[src/rtl/pll_feed_pkg.sv]
package pll_feed_pkg;
  localparam int BUS_AW = 2;
  localparam int BUS_DW = 32;
  localparam int MUL_W  = 15;
  localparam int DIV_W  = 8;
  localparam int DIV_LSB = 16;
  localparam int ST_EN   = 24;
  localparam int ST_CONN = 25;
  localparam int ST_LOCK = 26;

  localparam logic [BUS_AW-1:0] A_CTRL = 2'd0;
  localparam logic [BUS_AW-1:0] A_CFG  = 2'd1;
  localparam logic [BUS_AW-1:0] A_KEY  = 2'd2;
  localparam logic [BUS_AW-1:0] A_STAT = 2'd3;

  localparam logic [7:0] KEY_FIRST  = 8'hAA;
  localparam logic [7:0] KEY_SECOND = 8'h55;

  typedef struct packed {
    logic             en;
    logic             conn;
    logic [MUL_W-1:0] mul;
    logic [DIV_W-1:0] div;
  } pll_set_t;
endpackage

[src/rtl/pll_feed_seq.sv]
module pll_feed_seq
  import pll_feed_pkg::*;
(
  input  logic              clk,
  input  logic              rst_n,
  input  logic              wr,
  input  logic              rd,
  input  logic [BUS_AW-1:0] addr,
  input  logic [7:0]        key,
  output logic              commit
);
  logic armed_q;
  logic key_hit;

  assign key_hit = wr && (addr == A_KEY);
  assign commit  = armed_q && key_hit && (key == KEY_SECOND);

  always_ff @(posedge clk) begin
    if (!rst_n)        armed_q <= 1'b0;
    else if (wr || rd) armed_q <= key_hit && (key == KEY_FIRST);
  end


  abort_disarms_chk: assert property (@(posedge clk) disable iff (!rst_n)
    (rd && !wr) |=> !armed_q);
endmodule

[src/rtl/pll_set_stage.sv]
module pll_set_stage
  import pll_feed_pkg::*;
(
  input  logic     clk,
  input  logic     rst_n,
  input  logic     wr_ctrl,
  input  logic     wr_cfg,
  input  pll_set_t wr_val,
  input  logic     commit,
  output pll_set_t stage,
  output pll_set_t act
);
  always_ff @(posedge clk) begin
    if (!rst_n) begin
      stage <= '0;
      act   <= '0;
    end else begin
      if (wr_ctrl) begin
        stage.en   <= wr_val.en;
        stage.conn <= wr_val.conn;
      end
      if (wr_cfg) begin
        stage.mul <= wr_val.mul;
        stage.div <= wr_val.div;
      end
      if (commit) act <= stage;
    end
  end


  hold_without_commit_chk: assert property (@(posedge clk) disable iff (!rst_n)
    !commit |=> $stable(act));

  commit_copies_chk: assert property (@(posedge clk) disable iff (!rst_n)
    commit |=> (act == $past(stage)));
endmodule

[src/rtl/pll_src_gate.sv]
module pll_src_gate (
  input  logic clk,
  input  logic rst_n,
  input  logic conn_req,
  input  logic lock,
  output logic sel
);
  always_ff @(posedge clk) begin
    if (!rst_n) sel <= 1'b0;
    else        sel <= conn_req && (sel || lock);
  end


  rise_needs_lock_chk: assert property (@(posedge clk) disable iff (!rst_n)
    $rose(sel) |-> $past(conn_req && lock));

  keep_on_unlock_chk: assert property (@(posedge clk) disable iff (!rst_n)
    (sel && conn_req && !lock) |=> sel);

  drop_on_release_chk: assert property (@(posedge clk) disable iff (!rst_n)
    !conn_req |=> !sel);
endmodule

[src/rtl/pll_feed_regs.sv]
module pll_feed_regs
  import pll_feed_pkg::*;
(
  input  logic              clk,
  input  logic              rst_n,
  input  logic [BUS_AW-1:0] bus_addr,
  input  logic              bus_we,
  input  logic              bus_re,
  input  logic [BUS_DW-1:0] bus_wdata,
  output logic [BUS_DW-1:0] bus_rdata,
  input  logic              pll_lock,
  output logic              pll_en,
  output logic              pll_conn,
  output logic [MUL_W-1:0]  pll_mult,
  output logic [DIV_W-1:0]  pll_prediv,
  output logic              pll_sel
);
  pll_set_t wr_val, stage, act;
  logic commit, wr_ctrl, wr_cfg;
  logic unused_bits;

  assign unused_bits = ^{bus_wdata[BUS_DW-1:DIV_LSB+DIV_W], bus_wdata[DIV_LSB-1]};
  assign wr_ctrl = bus_we && (bus_addr == A_CTRL);
  assign wr_cfg  = bus_we && (bus_addr == A_CFG);
  assign wr_val  = '{en:   bus_wdata[0],
                     conn: bus_wdata[1],
                     mul:  bus_wdata[MUL_W-1:0],
                     div:  bus_wdata[DIV_LSB +: DIV_W]};

  pll_feed_seq u_seq (
    .clk(clk), .rst_n(rst_n), .wr(bus_we), .rd(bus_re),
    .addr(bus_addr), .key(bus_wdata[7:0]), .commit(commit)
  );

  pll_set_stage u_stage (
    .clk(clk), .rst_n(rst_n), .wr_ctrl(wr_ctrl), .wr_cfg(wr_cfg),
    .wr_val(wr_val), .commit(commit), .stage(stage), .act(act)
  );

  assign pll_en     = act.en;
  assign pll_conn   = act.conn && act.en;
  assign pll_mult   = act.mul;
  assign pll_prediv = act.div;

  pll_src_gate u_gate (
    .clk(clk), .rst_n(rst_n), .conn_req(pll_conn), .lock(pll_lock), .sel(pll_sel)
  );

  always_comb begin
    bus_rdata = '0;
    unique case (bus_addr)
      A_CTRL: begin
        bus_rdata[0] = stage.en;
        bus_rdata[1] = stage.conn;
      end
      A_CFG: begin
        bus_rdata[MUL_W-1:0]         = stage.mul;
        bus_rdata[DIV_LSB +: DIV_W]  = stage.div;
      end
      A_STAT: begin
        bus_rdata[MUL_W-1:0]         = act.mul;
        bus_rdata[DIV_LSB +: DIV_W]  = act.div;
        bus_rdata[ST_EN]             = pll_en;
        bus_rdata[ST_CONN]           = pll_conn;
        bus_rdata[ST_LOCK]           = pll_lock;
      end
      default: bus_rdata = '0;
    endcase
  end


  conn_needs_en_chk: assert property (@(posedge clk) disable iff (!rst_n)
    pll_conn |-> pll_en);
endmodule

[config.mk]
export PLATFORM = sky130hd
export DESIGN_NAME = pll_feed_regs
export DESIGN_NICKNAME = d
export VERILOG_FILES = /design/src/rtl/pll_feed_pkg.sv /design/src/rtl/pll_feed_seq.sv /design/src/rtl/pll_set_stage.sv /design/src/rtl/pll_src_gate.sv /design/src/rtl/pll_feed_regs.sv
export SDC_FILE = /design/constraint.sdc
export NUM_CORES = 1
export LEC_CHECK = 0
export ABC_AREA = 1
export CAP_MARGIN = 20
export CORE_MARGIN = 2
export CORE_UTILIZATION = 45
export DETAILED_ROUTE_END_ITERATION = 10
export DONT_BUFFER_PORTS = 1
export HOLD_SLACK_MARGIN = 0.03
export SKIP_CTS_REPAIR_TIMING = 1
export SLEW_MARGIN = 20
export SYNTH_ARGS = -nofsm -noshare
export SYNTH_HDL_FRONTEND = slang
export SYNTH_SLANG_ARGS = --single-unit
[constraint.sdc]
create_clock -name clk -period 3 [get_ports clk]
set_input_delay 0.45 -clock clk [delete_from_list [all_inputs] [get_ports clk]]
set_output_delay 0.45 -clock clk [all_outputs]
set_load 0.005 [all_outputs]
# Word level (Yosys, flattened, before mapping)

Index checks and enable logic that the tools add are counted.
W data, S select, Z words.

Eq/ne operators: 5
Muxes and demuxes: 4
Reductions and logical operators: 11

Operators by type and width:

| kind                 | number |
|---|---|
| $pmux W13 S2         | 1 |
| $pmux W8 S2          | 1 |
| $eq A8 B7 Y1 const B | 1 |
| $eq A8 B8 Y1 const B | 1 |
| $logic_and A1 B1 Y1  | 8 |
| $pmux W2 S3          | 1 |
| $eq A2 B2 Y1 const B | 2 |
| $mux W3              | 1 |
| $eq A2 B1 Y1 const B | 1 |
| $logic_not A2 Y1     | 1 |
| $logic_or A1 B1 Y1   | 2 |

Flip-flop bits (word level): 52
Bits of input ports: 39
Output and inout port bits: 58
Word-level logic and storage cells: 30

# Longest topological paths before layout

Gate-level depths: netlist of run 1.

Depth after elaboration: 4
Depth in mapped cells: 8
Depth with buffers taken out: 7

# By module

Synthesis of run 1 repeated with hierarchy kept, for this count alone.

Cell total of the unflattened synthesis: 446
Area total of the unflattened synthesis: 2842.7 um2

By module, submodules not included:

| module        | instances | cells each | area each (um2) | seq. area each (um2) |
|---|---|---|---|---|
| pll_set_stage | 1         | 317        | 2225.9          | 1001.0 |
| pll_feed_regs | 1         | 100        | 460.4           | 0.0 |
| pll_feed_seq  | 1         | 25         | 125.1           | 20.0 |
| pll_src_gate  | 1         | 4          | 31.3            | 20.0 |

# Worst setup path after synthesis of run 1

Ideal clock, no wire load.

Path kind: input to output
Start: in bus_addr[0]
End: out bus_rdata[10]
Data arrival time: 1058 ps
Data required time: 2550 ps
Setup slack: 1492 ps
Stages: 5
Path buffers: 1
Cell sequence: nand2_1 -> inv_1 -> clkbuf_1 -> nand2_1 -> o21ai_0

Longest elaborated chain between the ends: 2
Elaborated cells on any way between the ends: 3
Classes of those cells: 2 x eq/ne; 1 x mux

Ends and longest elaborated chain:

| what                                                | line                | source |
|---|---|---|
| start, declared                                     | pll_feed_regs.sv:6  | `input logic [BUS_AW-1:0] bus_addr,` |
| $eq A2 B2 Y1 / $eq A2 B1 Y1 (equally long branches) | pll_feed_regs.sv:51 | `unique case (bus_addr)` |
| $pmux W13 S2 (*)                                    | pll_feed_regs.sv:51 |  |
| end, declared                                       | pll_feed_regs.sv:10 | `output logic [BUS_DW-1:0] bus_rdata,` |

Mark *: on every way between the ends. The rest lies on a longest branch, timed or not.

# Final worst setup path of run 1

Start: in bus_addr[0]
End: out bus_rdata[1]

Longest elaborated chain between the ends: 2
Elaborated cells on any way between the ends: 4
Classes of those cells: 2 x eq/ne; 1 x mux; 1 x reduce/logical

Ends and longest elaborated chain:

| what                                 | line |
|---|---|
| $eq A2 B2 Y1 (tied with other cells) | pll_feed_regs.sv:51 |
| $pmux W2 S3 (*)                      | pll_feed_regs.sv:51 |

Marked as above.

==> impl_metrics.csv, run 1 <==
group,metric,value,unit
logic_synthesis,yosysWarnings,0,
logic_synthesis,netlist_area,0.002576,mm^2
die,dieArea,0.006347,mm^2
cts,clock_sinks,52,
place,hpwl,3.565,mm
die,start_util,46.78,%
cts,cts-root-buf,"clkbuf_8",
drt,vias,2022,
cts,htreeDepth,2,
grt,grt_usage,17.80,%
worst_setup_path,path_common_cell,"nand2_1",
logic_synthesis,synth_top_area_cell,"dfxtp_1",
worst_setup_path,crit_buf_inv,1,
status,status,"complete, no violations",
timing,hold_viol_final,0,
timing,fin_crit_sh,63.34,%
worst_setup_path,crit_type,"in2out",
layout,diodes,0,
logic_synthesis,avgSynthCellArea,6.944,um^2
grt,grt_pass1_wl,8.804,mm
drt,drc_errors,0,
cts,cts_buffers,5,
place,io_buffers,0,
layout,layout.nets,375,
layout,drive_above_1_share,5.045,%
timing,fmax,526.3,MHz
grt,grt_overflow,0,
die,die_h,79.67,um
drt,wirelength,5.664,mm
timing,setup_viol,0,
worst_setup_path,crit_fanout,23,
die,coreArea,0.005507,mm^2
power,p_leak,0.9176,nW
cts,clock_latency,0.30,ns
worst_setup_path,critical-path-top-delay-family,"buffers and inverters",
drt,ant_nets,0,
timing,clock_skew,0.002078,ns
logic_synthesis,synth_cell_types,22,
die,core.rowCount,27,
logic_synthesis,ys_ff_latch,52,
timing,slew_violations,0,
drt,wl_met1,2.762,mm
worst_setup_path,crit_path_cell_trace,"nand2_1, inv_1, nand2_1, o221ai_1",
timing,hold_ws,0.2625,ns
drt,met2_length,2.440,mm
cts,cts_tree,"done",
timing,tns,0,ns
drt,highest_layer,"met4",
timing,maxSlewHeadroom,43.08,%
timing,period_needed,1.900,ns
worst_setup_path,critPathSlowestCell,"inv_1",
worst_setup_path,cp-end-kind,"primary output",
logic_synthesis,synth_area_leaders,"dfxtp_1, buf_4, nor2_1",
drt,drt-pass1-iter-count,4,
timing,rsz0062_at_grt,"no",
grt,antenna_found_initial,0,
power,power.density_cell_area,494.8,mW/mm^2
drt,routedWlPerCell,13.85,um
drt,viasPerCell,4.944,
die,die_width,79.67,um
power,vdd_drop_max,0.1991,mV
worst_setup_path,cp-start-kind,"input pin",
drt,dr_wl_met3,417,um
place,place.gp.congestion,0.7711,
worst_setup_path,required,2.55,ns
grt,grt_max_degree,53,
drt,initialDrtViolationCount,108,
grt,grt_pass1_vias,1768,
worst_setup_path,worstPathArrival,1.45,ns
logic_synthesis,synth_top_area_share,40.41,%
logic_synthesis,syn_inst,371,
cts,clock_path_buffers,2,
run,cap_viol_max_count,0,
logic_synthesis,synth_seq_area_share,40.41,%
worst_setup_path,crit_path_max_incr_delay,0.64,ns
min_path,hold_path.class,"in2reg",
timing,worst_pin_slew,0.8528,ns
die,io_pins,97,
layout,fill_cells,605,
cts,clk_pin_slew_worst_paths,0.09,ns
layout,synthToLayoutAreaGrowth,-5.294,%
==> sequential cells by signal, summed over array words and instances (netlist names) <==
register / count
u_gate.sel: 1
u_seq.armed_q: 1
u_stage.act: 25
u_stage.stage: 25
==> synth_stat cells <==
library cell	n
a21boi_0	1
a21oi_1	25
buf_2	4
buf_4	30
buf_6	7
clkbuf_1	8
conb_1	1
dfxtp_1	52
inv_1	37
inv_2	2
nand2_1	59
nand2_2	1
nand3_1	28
nand3_2	1
nand3b_1	1
nor2_1	60
nor2_2	3
nor2_4	1
nor3_1	1
o21ai_0	44
o21ai_1	3
o221ai_1	2
==> per-stage QoR <==
stage	setup slack [ns]	cell area, um^2	power (W)	util [%]	cells
after floorplan	1.492	2595	0.0008079	-	376
after global placement	1.064	2346	0.0008059	42.60	401
after detailed placement	1.083	2346	0.0008077	42.60	401
after CTS	1.069	2440	0.001227	44.31	409
after global routing	0.9585	2440	0.001262	44.31	409
final	1.100	2440	0.001207	44.31	409
==> power breakdown <==
part	total [W]	leakage, nW	switching (W)	internal [W]
Combinational	0.0000796	0.451	0.0000560	0.0000236
Clock	0.000417	0.0445	0.000229	0.000188
Sequential	0.000711	0.422	0.00000387	0.000707
Total	0.00121	0.918	0.000289	0.000919
==> layout by cell type, fill, tap and decap left out <==
master	netlist	routed
clkbuf_8	0	6
nor3_1	1	1
o221ai_1	2	2
nand2_1	59	59
o21ai_1	3	3
clkinvlp_4	0	1
o21ai_0	44	44
nand3_2	1	1
buf_4	30	2
nand3b_1	1	1
a21oi_1	25	25
inv_2	2	2
conb_1	1	6
dfxtp_1	52	52
nor2_2	3	3
nand3_1	28	28
nand2_2	1	1
nor2_4	1	1
nor2_1	60	60
clkbuf_1	8	1
a21boi_0	1	1
inv_1	37	37
==> worst paths after layout <==
path                         start          endpoint  slack, ns  cells past startpoint
setup reg to reg     u_seq.armed_q    u_stage.act[8]       1.63                      6
setup / recovery       bus_addr[0]      bus_rdata[1]       1.10                      4
hold reg to reg   u_stage.stage[2]  u_stage.stage[2]       0.47                      2
hold / removal               rst_n   u_stage.act[11]       0.26                      2
==> metal layers <==
| layer | GRT usage, % | up-vias |
|---|---|---|
| li1 | - | 1061 |
| met1 | 23.87 | 897 |
| met2 | 27.23 | 60 |
| met3 | 6.222 | 4 |
| met4 | 4.655 | 0 |
| met5 | 0 | - |
==> worst register-to-register path: stages, from the launching register on <==
cell     delay (ns)
dfxtp_1        0.34
nand3_1        0.12
inv_1          0.07
nand2_1        0.07
nor2_4         0.49
nor2_1         0.10
nor2_1         0.12
==> final cells by class <==
cell class                      instances  area, um^2  share of cell area, %
Multi-Input combinational cell        236        1054                  43.18
Inverter                               39       146.4                  6.000
Clock buffer                            7       86.33                  3.538
Clock inverter                          1       7.507                 0.3077
Timing Repair Buffer                    2       15.01                 0.6154
Sequential cell                        52        1041                  42.67
Tap cell                               72       90.09                  3.692
==> cells by family after synthesis <==
logic type	count (synthesis)	synth area share (%)
AO/OA/AOI/OAI	75	14.96
buffers and inverters	88	19.43
flip-flops	52	40.41
other	1	0.1456
AND/OR/NAND/NOR	155	25.06
Note: power is estimated with default switching activity, not from simulation.
==> run 2: changes to the inputs <==
ABC_AREA = 0   (was 1)
clock period = 1.9 ns   (was 3 ns; I/O delays follow)
==> run 2 against run 1 <==
  * Sequential cell count unchanged
  * Synthesized cell count down 14%
  * Core utilization up 0.42 points
  * Clock skew up 0.00052 ns
  * Via count down 9.2%
  * Largest cell class unchanged
  * Combinational power up 4.9%
==> impl_metrics.csv, run 2 <==
group,metric,value,unit
drt,ant_nets,0,
die,core.rowCount,28,
worst_setup_path,crit_path_cell_trace,"or4b_4, nor4_4, buf_4, mux2i_1",
drt,vias,1836,
layout,largestRegisters,"u_stage.act (25), u_stage.stage (25)",
power,p_leak,0.8996,nW
layout,layout_common_cells,"nand2_1, dfxtp_1, mux2i_1, nor2b_1, a21boi_0",
cts,cts-root-buf,"clkbuf_8",
timing,fin_crit_sh,74.18,%
grt,grt_max_degree,78,
timing,rsz0062_at_grt,"no",
logic_synthesis,yosysWarnings,0,
logic_synthesis,syn_inst,319,
layout,synthToLayoutAreaGrowth,-3.131,%
die,dieArea,0.006677,mm^2
power,p_sw_share,22.32,%
worst_setup_path,critPathSlowestCell,"or4b_4",
logic_synthesis,synth_top_area_share,38.31,%
grt,grt_pass1_vias,1599,
power,power.density_cell_area,687.8,mW/mm^2
logic_synthesis,netlist_area,0.002718,mm^2
timing,fin_ws,0.4905,ns
drt,wirelength,5.463,mm
worst_setup_path,crit_buf_inv,1,
die,start_util,46.17,%
cts,cts_buffers,5,
timing,hold_viol_final,0,
drt,drc_errors,0,
min_path,hold_path.class,"in2reg",
worst_setup_path,required,2.13,ns
layout,multi_input_area,0.001379,mm^2
timing,setup_viol,0,
logic_synthesis,synth_cell_types,26,
die,die_width,81.71,um
run,cap_viol_max_count,0,
drt,viasPerCell,5.086,
worst_setup_path,crit_type,"in2reg",
die,coreArea,0.005886,mm^2
layout,layout_commonest_cell,"nand2_1",
layout,fill_cells,612,
timing,slew_violations,0,
logic_synthesis,avgSynthCellArea,8.519,um^2
grt,antenna_found_initial,0,
layout,diodes,0,
logic_synthesis,synth_area_leaders,"dfxtp_1, mux2i_1, nand2_1",
drt,initialDrtViolationCount,87,
power,clkPwrFrac,33.6,%
timing,fmax,709.5,MHz
cts,htreeDepth,2,
logic_synthesis,synth_edf_count,0,
status,status,"complete, no violations",
worst_setup_path,crit_fanout,15,
layout,layout.nets,325,
drt,drt-pass1-iter-count,4,
layout,regArea,0.001041,mm^2
worst_setup_path,critical-path-top-delay-family,"simple AND/OR/NAND/NOR gates",
cts,clk_pin_slew_worst_paths,0.09,ns
power,vdd_drop_max,0.2845,mV
place,hpwl,3.548,mm
die,io_pins,97,
drt,routedWlPerCell,15.13,um
cts,clock_sinks,52,
place,post-place-ws,0.1505,ns
worst_setup_path,crit_path_max_incr_delay,0.53,ns
power,internal-power,0.001406,W
power,p_seq_share,61.8,%
logic_synthesis,synth_ff_type,"dfxtp_1",
timing,clock_skew,0.002597,ns
logic_synthesis,yosysMostFrequentCell,"nand2_1",
power,p_comb_share,4.6,%
worst_setup_path,cp-start-kind,"input pin",
grt,grt_pass1_wl,8.321,mm
logic_synthesis,synthTopCellsByCount,"nand2_1, dfxtp_1, mux2i_1",
die,die_h,81.71,um
timing,hold_ws,0.1142,ns
logic_synthesis,async_flop_share,0,%
power,p_switching,0.0004042,W
layout,drive_above_1_share,4.895,%
worst_setup_path,cp-end-kind,"flip-flop",
timing,period_needed,1.409,ns
logic_synthesis,synth_top_area_cell,"dfxtp_1",
grt,grt_overflow,0,
cts,clock_latency,0.30,ns
cts,clock_path_buffers,2,
place,io_buffers,0,
logic_synthesis,synth_seq_area_share,38.31,%
place,place.gp.congestion,0.7010,
worst_setup_path,worstPathArrival,1.64,ns
logic_synthesis,ys_ff_latch,52,
cts,cts_tree,"done",
timing,tns,0,ns
grt,grt_usage,16.40,%
==> run 2: cell types whose count changed after synthesis, moves of 5 or more <==
cell | before | now
a21boi_0 | 1 | 23
a21oi_1 | 25 | 0
buf_6 | 7 | 2
clkbuf_1 | 8 | 16
inv_1 | 37 | 1
mux2i_1 | 0 | 50
nand2_1 | 59 | 97
nand3_1 | 28 | 2
nor2_1 | 60 | 1
nor2b_1 | 0 | 23
o21ai_0 | 44 | 3
==> run 2: worst paths after layout <==
path | startpoint | end | slack, ns | cells past startpoint
hold reg to reg | u_stage.act[23] | u_stage.act[23] | 0.48 | 2
setup reg to reg | u_seq.armed_q | u_stage.act[11] | 0.55 | 4
hold / removal | bus_wdata[19] | u_stage.stage[3] | 0.11 | 2
setup / recovery | bus_wdata[1] | u_stage.act[11] | 0.49 | 4
==> run 2: final cells by class <==
type	count	share of cell area (%)
multi-input combinational	221	52.38
clock buffer	6	2.757
timing repair buffer	5	1.426
clock inverter	1	0.1901
inverter	1	0.1426
sequential	52	39.54
tap	75	3.565
==> run 2: power by group through the flow <==
| stage | Combinational (W) | Sequential, W | Clock [W] |
|---|---|---|---|
| 3_5_place_dp | 0.0000850 | 0.00114 | 0 |
| 2_1_floorplan | 0.000117 | 0.00114 | 0 |
| 5_1_grt | 0.0000948 | 0.00112 | 0.000679 |
| 6_report | 0.0000835 | 0.00112 | 0.000608 |
| 3_3_place_gp | 0.0000836 | 0.00114 | 0 |
| 4_1_cts | 0.0000851 | 0.00112 | 0.000629 |
==> run 2: logic make-up (layout without fill, tap and decap cells) <==
kind of cell / after synthesis / count (layout) / synth area share [%]
compound gates: 27 / 27 / 7.182
mux: 50 / 50 / 18.42
flops: 52 / 52 / 38.31
other cells: 1 / 6 / 0.1380
buf+inv: 51 / 13 / 11.65
simple gates: 138 / 138 / 24.31
==> run 2: metrics by stage <==
stage / instance area [um^2] / total power (W) / std cells / util (%)
after floorplan: 2736 / 0.001258 / 324 / -
after global placement: 2555 / 0.001228 / 354 / 43.41
after detailed placement: 2555 / 0.001230 / 354 / 43.41
after CTS: 2633 / 0.001833 / 361 / 44.73
after global routing: 2633 / 0.001895 / 361 / 44.73
final: 2633 / 0.001811 / 361 / 44.73
==> run 2: per-layer routing <==
layer | vias up | share of wire (%) | track usage, %
met3 | 5 | 8.2 | 6.484
met4 | 0 | 1.1 | 4.500
met1 | 842 | 46 | 20.84
li1 | 933 | - | -
met5 | - | 0 | 0
met2 | 56 | 45 | 25.90
